### src/rtl/fxp_narrow_unit.sv
module fxp_narrow_unit #(
  parameter int IN_W    = 16,
  parameter int OUT_W   = 8,
  parameter bit REG_OUT = 1'b1,
  parameter int SH_W    = $clog2(IN_W)
) (
  input  logic             clk,
  input  logic             rst_n,
  input  logic             op_valid,
  input  logic             op_signed,
  input  logic [IN_W-1:0]  op_elem,
  input  logic [SH_W-1:0]  op_shift,
  output logic             res_valid,
  output logic [OUT_W-1:0] res_data,
  output logic             res_sat,
  input  logic             csr_we,
  input  logic [2:0]       csr_wdata,
  output logic [2:0]       csr_rdata
);
  localparam int XW = IN_W + 1;
  localparam logic [IN_W-1:0] ONE = IN_W'(1);
  localparam logic signed [XW-1:0] U_MAX = {{(XW-OUT_W){1'b0}}, {OUT_W{1'b1}}};
  localparam logic signed [XW-1:0] S_MAX = {{(XW-OUT_W+1){1'b0}}, {(OUT_W-1){1'b1}}};
  localparam logic signed [XW-1:0] S_MIN = {{(XW-OUT_W+1){1'b1}}, {(OUT_W-1){1'b0}}};

  logic [1:0] rmode;
  logic       sat_q;

  logic [IN_W-1:0]        disc_mask, low_mask;
  logic                   any_disc, any_low, half_bit, keep_bit, incr;
  logic signed [XW-1:0]   ext, shifted, rounded;
  logic [OUT_W-1:0]       clamp_data;
  logic                   clamp_hit;

  assign disc_mask = (ONE << op_shift) - ONE;
  assign low_mask  = disc_mask >> 1;
  assign any_disc  = |(op_elem & disc_mask);
  assign any_low   = |(op_elem & low_mask);
  assign half_bit  = |(op_elem & (disc_mask ^ low_mask));
  assign keep_bit  = op_elem[op_shift];

  always_comb begin
    if (op_shift == '0) incr = 1'b0;
    else begin
      unique case (rmode)
        2'd0: incr = half_bit;
        2'd1: incr = half_bit & (any_low | keep_bit);
        2'd2: incr = 1'b0;
        default: incr = ~keep_bit & any_disc;
      endcase
    end
  end

  assign ext     = {op_signed & op_elem[IN_W-1], op_elem};
  assign shifted = ext >>> op_shift;
  assign rounded = shifted + XW'(incr);

  always_comb begin
    clamp_hit  = 1'b0;
    clamp_data = rounded[OUT_W-1:0];
    if (!op_signed) begin
      if (rounded > U_MAX) begin
        clamp_hit  = 1'b1;
        clamp_data = {OUT_W{1'b1}};
      end
    end else if (rounded > S_MAX) begin
      clamp_hit  = 1'b1;
      clamp_data = {1'b0, {(OUT_W-1){1'b1}}};
    end else if (rounded < S_MIN) begin
      clamp_hit  = 1'b1;
      clamp_data = {1'b1, {(OUT_W-1){1'b0}}};
    end
  end

  always_ff @(posedge clk) begin
    if (!rst_n) begin
      rmode <= 2'd0;
      sat_q <= 1'b0;
    end else begin
      if (csr_we) begin
        rmode <= csr_wdata[2:1];
        sat_q <= csr_wdata[0];
      end
      if (op_valid) sat_q <= clamp_hit;
    end
  end

  assign csr_rdata = {rmode, sat_q};

  generate
    if (REG_OUT) begin : g_reg
      logic             v_q, s_q;
      logic [OUT_W-1:0] d_q;
      always_ff @(posedge clk) begin
        if (!rst_n) begin
          v_q <= 1'b0;
          s_q <= 1'b0;
          d_q <= '0;
        end else begin
          v_q <= op_valid;
          if (op_valid) begin
            s_q <= clamp_hit;
            d_q <= clamp_data;
          end
        end
      end
      assign res_valid = v_q;
      assign res_sat   = s_q;
      assign res_data  = d_q;

      assert_latency_R11: assert property (@(posedge clk) disable iff (!rst_n)
        op_valid |=> res_valid);
      assert_zero_shift_R1: assert property (@(posedge clk) disable iff (!rst_n)
        (op_valid && op_shift == '0) |=> (res_sat || res_data == $past(op_elem[OUT_W-1:0])));
      assert_flag_tracks_op_R10: assert property (@(posedge clk) disable iff (!rst_n)
        op_valid |=> (csr_rdata[0] == res_sat));
    end else begin : g_comb
      assign res_valid = op_valid;
      assign res_sat   = clamp_hit;
      assign res_data  = clamp_data;
    end
  endgenerate

  assert_clamp_value_R7: assert property (@(posedge clk) disable iff (!rst_n)
    (res_valid && res_sat) |-> (res_data == {OUT_W{1'b1}} ||
      res_data == {1'b0, {(OUT_W-1){1'b1}}} || res_data == {1'b1, {(OUT_W-1){1'b0}}}));
  assert_csr_write_R9: assert property (@(posedge clk) disable iff (!rst_n)
    (csr_we && !op_valid) |=> (csr_rdata == $past(csr_wdata)));
endmodule

### config.mk
export PLATFORM = sky130hd
export DESIGN_NAME = fxp_narrow_unit
export DESIGN_NICKNAME = d
export VERILOG_FILES = /design/src/rtl/fxp_narrow_unit.sv
export SDC_FILE = /design/constraint.sdc
export NUM_CORES = 1
export LEC_CHECK = 0
export ABC_AREA = 1
export BUFFER_PORTS_ARGS = -buffer_cell sky130_fd_sc_hd__buf_2
export CELL_PAD_IN_SITES_DETAIL_PLACEMENT = 0
export CELL_PAD_IN_SITES_GLOBAL_PLACEMENT = 1
export CORE_MARGIN = 2
export CORE_UTILIZATION = 35
export CTS_CLUSTER_SIZE = 12
export DETAILED_ROUTE_END_ITERATION = 10
export PLACE_DENSITY_LB_ADDON = 0.1
export SYNTH_ARGS = -nofsm -noshare
export SYNTH_HDL_FRONTEND = slang
export SYNTH_SLANG_ARGS = --single-unit
### constraint.sdc
create_clock -name clk -period 5.5 [get_ports clk]
set_input_delay 0.55 -clock clk [delete_from_list [all_inputs] [get_ports clk]]
set_output_delay 0.55 -clock clk [all_outputs]
set_load 0.1 [all_outputs]
==> results.json <==
{
  "cp_slowest_cell": "a2111oi_0",
  "tns_ps": 0,
  "htreeDepth": 1,
  "initial_core_util_pct": 35.95,
  "cts_buffer_depth": 2,
  "ys_types": 44,
  "ctsResizeCount": 0,
  "synth_seq_area_share_pct": 9.369,
  "timing.final.crit_share_pct": 85.01,
  "die_w_um": 93.09,
  "viasPerCell": 5.060,
  "clock_sinks": 13,
  "synth.avg_cell_area_um2": 5.394,
  "status": "complete, no violations",
  "design_area_um2": 3080,
  "leakagePower_nw": 1.705,
  "ctsRootBufferMaster": "clkbuf_8",
  "end_kind": "flop",
  "route.detailed.drc": 0,
  "min_path_type": "reg -> reg",
  "maxCapViolCount": 0,
  "drive_above_1_share_pct": 20.36,
  "crit_arrival_ps": 4790,
  "dp_hpwl_um": 7220,
  "cp.required_ps": 5620,
  "ios": 41,
  "worst_slack_ps": 824.3,
  "grt_setup_unrepaired": "no",
  "antenna_found_initial": 0,
  "post-place-ws_ps": 680.3,
  "clock_skew_ps": 1.922,
  "rows": 32,
  "wirelength_um": 8690,
  "die_h_um": 93.09,
  "grt-ovfl-total": 0,
  "hold_ws_ps": 461.8,
  "grt.total_usage_pct": 20.57,
  "grt_pass1_wl_um": 14630,
  "portBuffers": 40,
  "grt_pass1_vias": 3082,
  "setup_violations": 0,
  "drtPass1Iterations": 4,
  "syn_inst": 515,
  "numCtsBuffers": 3,
  "clk_latency_ps": 240,
  "start_kind": "input pin",
  "crit_family": "simple AND/OR/NAND/NOR gates",
  "slowest_delay_ps": 400,
  "relSlewSlack_pct": 67.20,
  "yosysWarningCount": 0,
  "tritoncts": "built",
  "vias": 3299,
  "fill_cells": 876,
  "fmax_mhz": 213.9,
  "worstSetupPathType": "in -> reg",
  "diodes": 0,
  "grt_max_degree": 21,
  "worst-path-buf-inv": 4,
  "initialDrtViolationCount": 143,
  "synth_seq_cells": 13,
  "vdd_drop_max_v": 0.00006774,
  "path_clk_slew_ps": 50,
  "hold_buffers": 0,
  "final-hold-violation-count": 0,
  "synth_fp_nets": 546,
  "drv_slew": 0,
  "cts_setup_buffers": 0,
  "wl_per_cell_um": 13.33,
  "period_minus_slack_ps": 4676,
  "worst-path-max-fanout": 13,
  "final_nets": 582,
  "area_growth_pct": 10.90,
  "power_density_nw_per_um2": 172.7,
  "place.gp.congestion": 0.8641,
  "syn_area_um2": 2778,
  "coreArea_um2": 7727,
  "die-area_um2": 8665,
  "worstMarginPinSlew_ps": 495.4,
  "postRouteAntennaNets": 0,
  "place_area_um2": 3035
}
==> cells in the mapped netlist (all sizes together) <==
cell type / number / area share [%]
ha: 3 / 1.4
o21ai: 11 / 2.0
xnor2: 2 / 0.63
inv: 52 / 7.1
a221oi: 1 / 0.32
a22oi: 3 / 0.81
o311ai: 1 / 0.32
nor3: 3 / 0.54
clkinv: 1 / 0.32
a31oi: 1 / 0.23
o22ai: 2 / 0.45
o31ai: 1 / 0.27
dfxtp: 13 / 9.4
nand3: 74 / 14
nor4: 1 / 0.23
o211ai: 1 / 0.27
or2: 1 / 0.23
xor2: 6 / 2.6
a21oi: 20 / 4.3
nand4: 6 / 1.6
buf: 12 / 3.6
a2111oi: 1 / 0.32
o2111ai: 2 / 0.63
a22o: 2 / 0.63
nor2: 68 / 14
nand2: 224 / 34
nand3b: 1 / 0.27
clkbuf: 2 / 0.27
==> path summary, 6_finish.rpt <==
path | startpoint | end | slack [ps] | cells past startpoint
hold reg to reg | res_data[0] | res_data[0] | 460 | 2
setup reg to reg | rmode[0] | sat_q | 2510 | 21
hold / removal | res_data[0] | res_data[0] | 460 | 2
setup / recovery | op_shift[2] | sat_q | 820 | 27
==> final cells by class <==
cell class,count,area [um2],area share [%]
timing repair buffer,45,237.7,7.717
tap,102,127.6,4.143
clock buffer,4,45.04,1.462
multi-input combinational,435,2203,71.53
sequential,13,260.3,8.448
inverter,53,206.4,6.702
==> cell families (layout without fill, tap and decap cells) <==
kind of cell             Yosys count  in the layout  share of synthesized area, %
AO/OA/AOI/OAI                     46             46                         10.50
AND/OR/NAND/NOR                  378            378                         64.28
XOR/XNOR                           8              8                         3.198
flip-flops                        13             13                         9.369
adder cells (fa/ha/maj)            3              3                         1.351
buffers and inverters             67            102                         11.31
==> cell usage in the layout (no fill, tap or decap), types with 7 or more instances in the layout <==
master and count:
a21oi_1 17, buf_2 40, dfxtp_1 13, inv_1 40
inv_2 11, nand2_1 201, nand2_2 16, nand2_4 7
nand3_1 69, nor2_1 51, nor2_2 8, o21ai_0 10
==> power by group <==
group	switching (mW)	leakage [nW]	internal, mW	total, mW
Sequential	0.00405	0.109	0.103	0.107
Combinational	0.250	1.57	0.0931	0.343
Clock	0.0314	0.0228	0.0510	0.0824
==> registers in the layout, indices dropped and copies added, names as in the netlist <==
signal,flops
res_data,8
res_sat,1
res_valid,1
rmode,2
sat_q,1
==> tightest hold or removal path, cell delays in order (launching register included) <==
cell and delay [ps]:
dfxtp_1 300, nand2_1 60, a21oi_1 50
==> routing by layer <==
metal,track usage [%],wire length [um],vias up
met5,0,0,-
met4,2.819,123,0
met1,29.63,4330,1471
met2,34.66,3862,91
li1,-,-,1726
met3,1.128,374,11
==> stage by stage <==
step | power, mW | util, % | std cells
4_1_cts | 0.5366 | 39.86 | 652
3_3_place_gp | 0.4532 | 39.28 | 648
5_1_grt | 0.5793 | 39.86 | 652
6_report | 0.5320 | 39.86 | 652
3_5_place_dp | 0.4508 | 39.28 | 648
2_1_floorplan | 0.3784 | - | 515
Note: power is estimated with default switching activity, not from simulation.
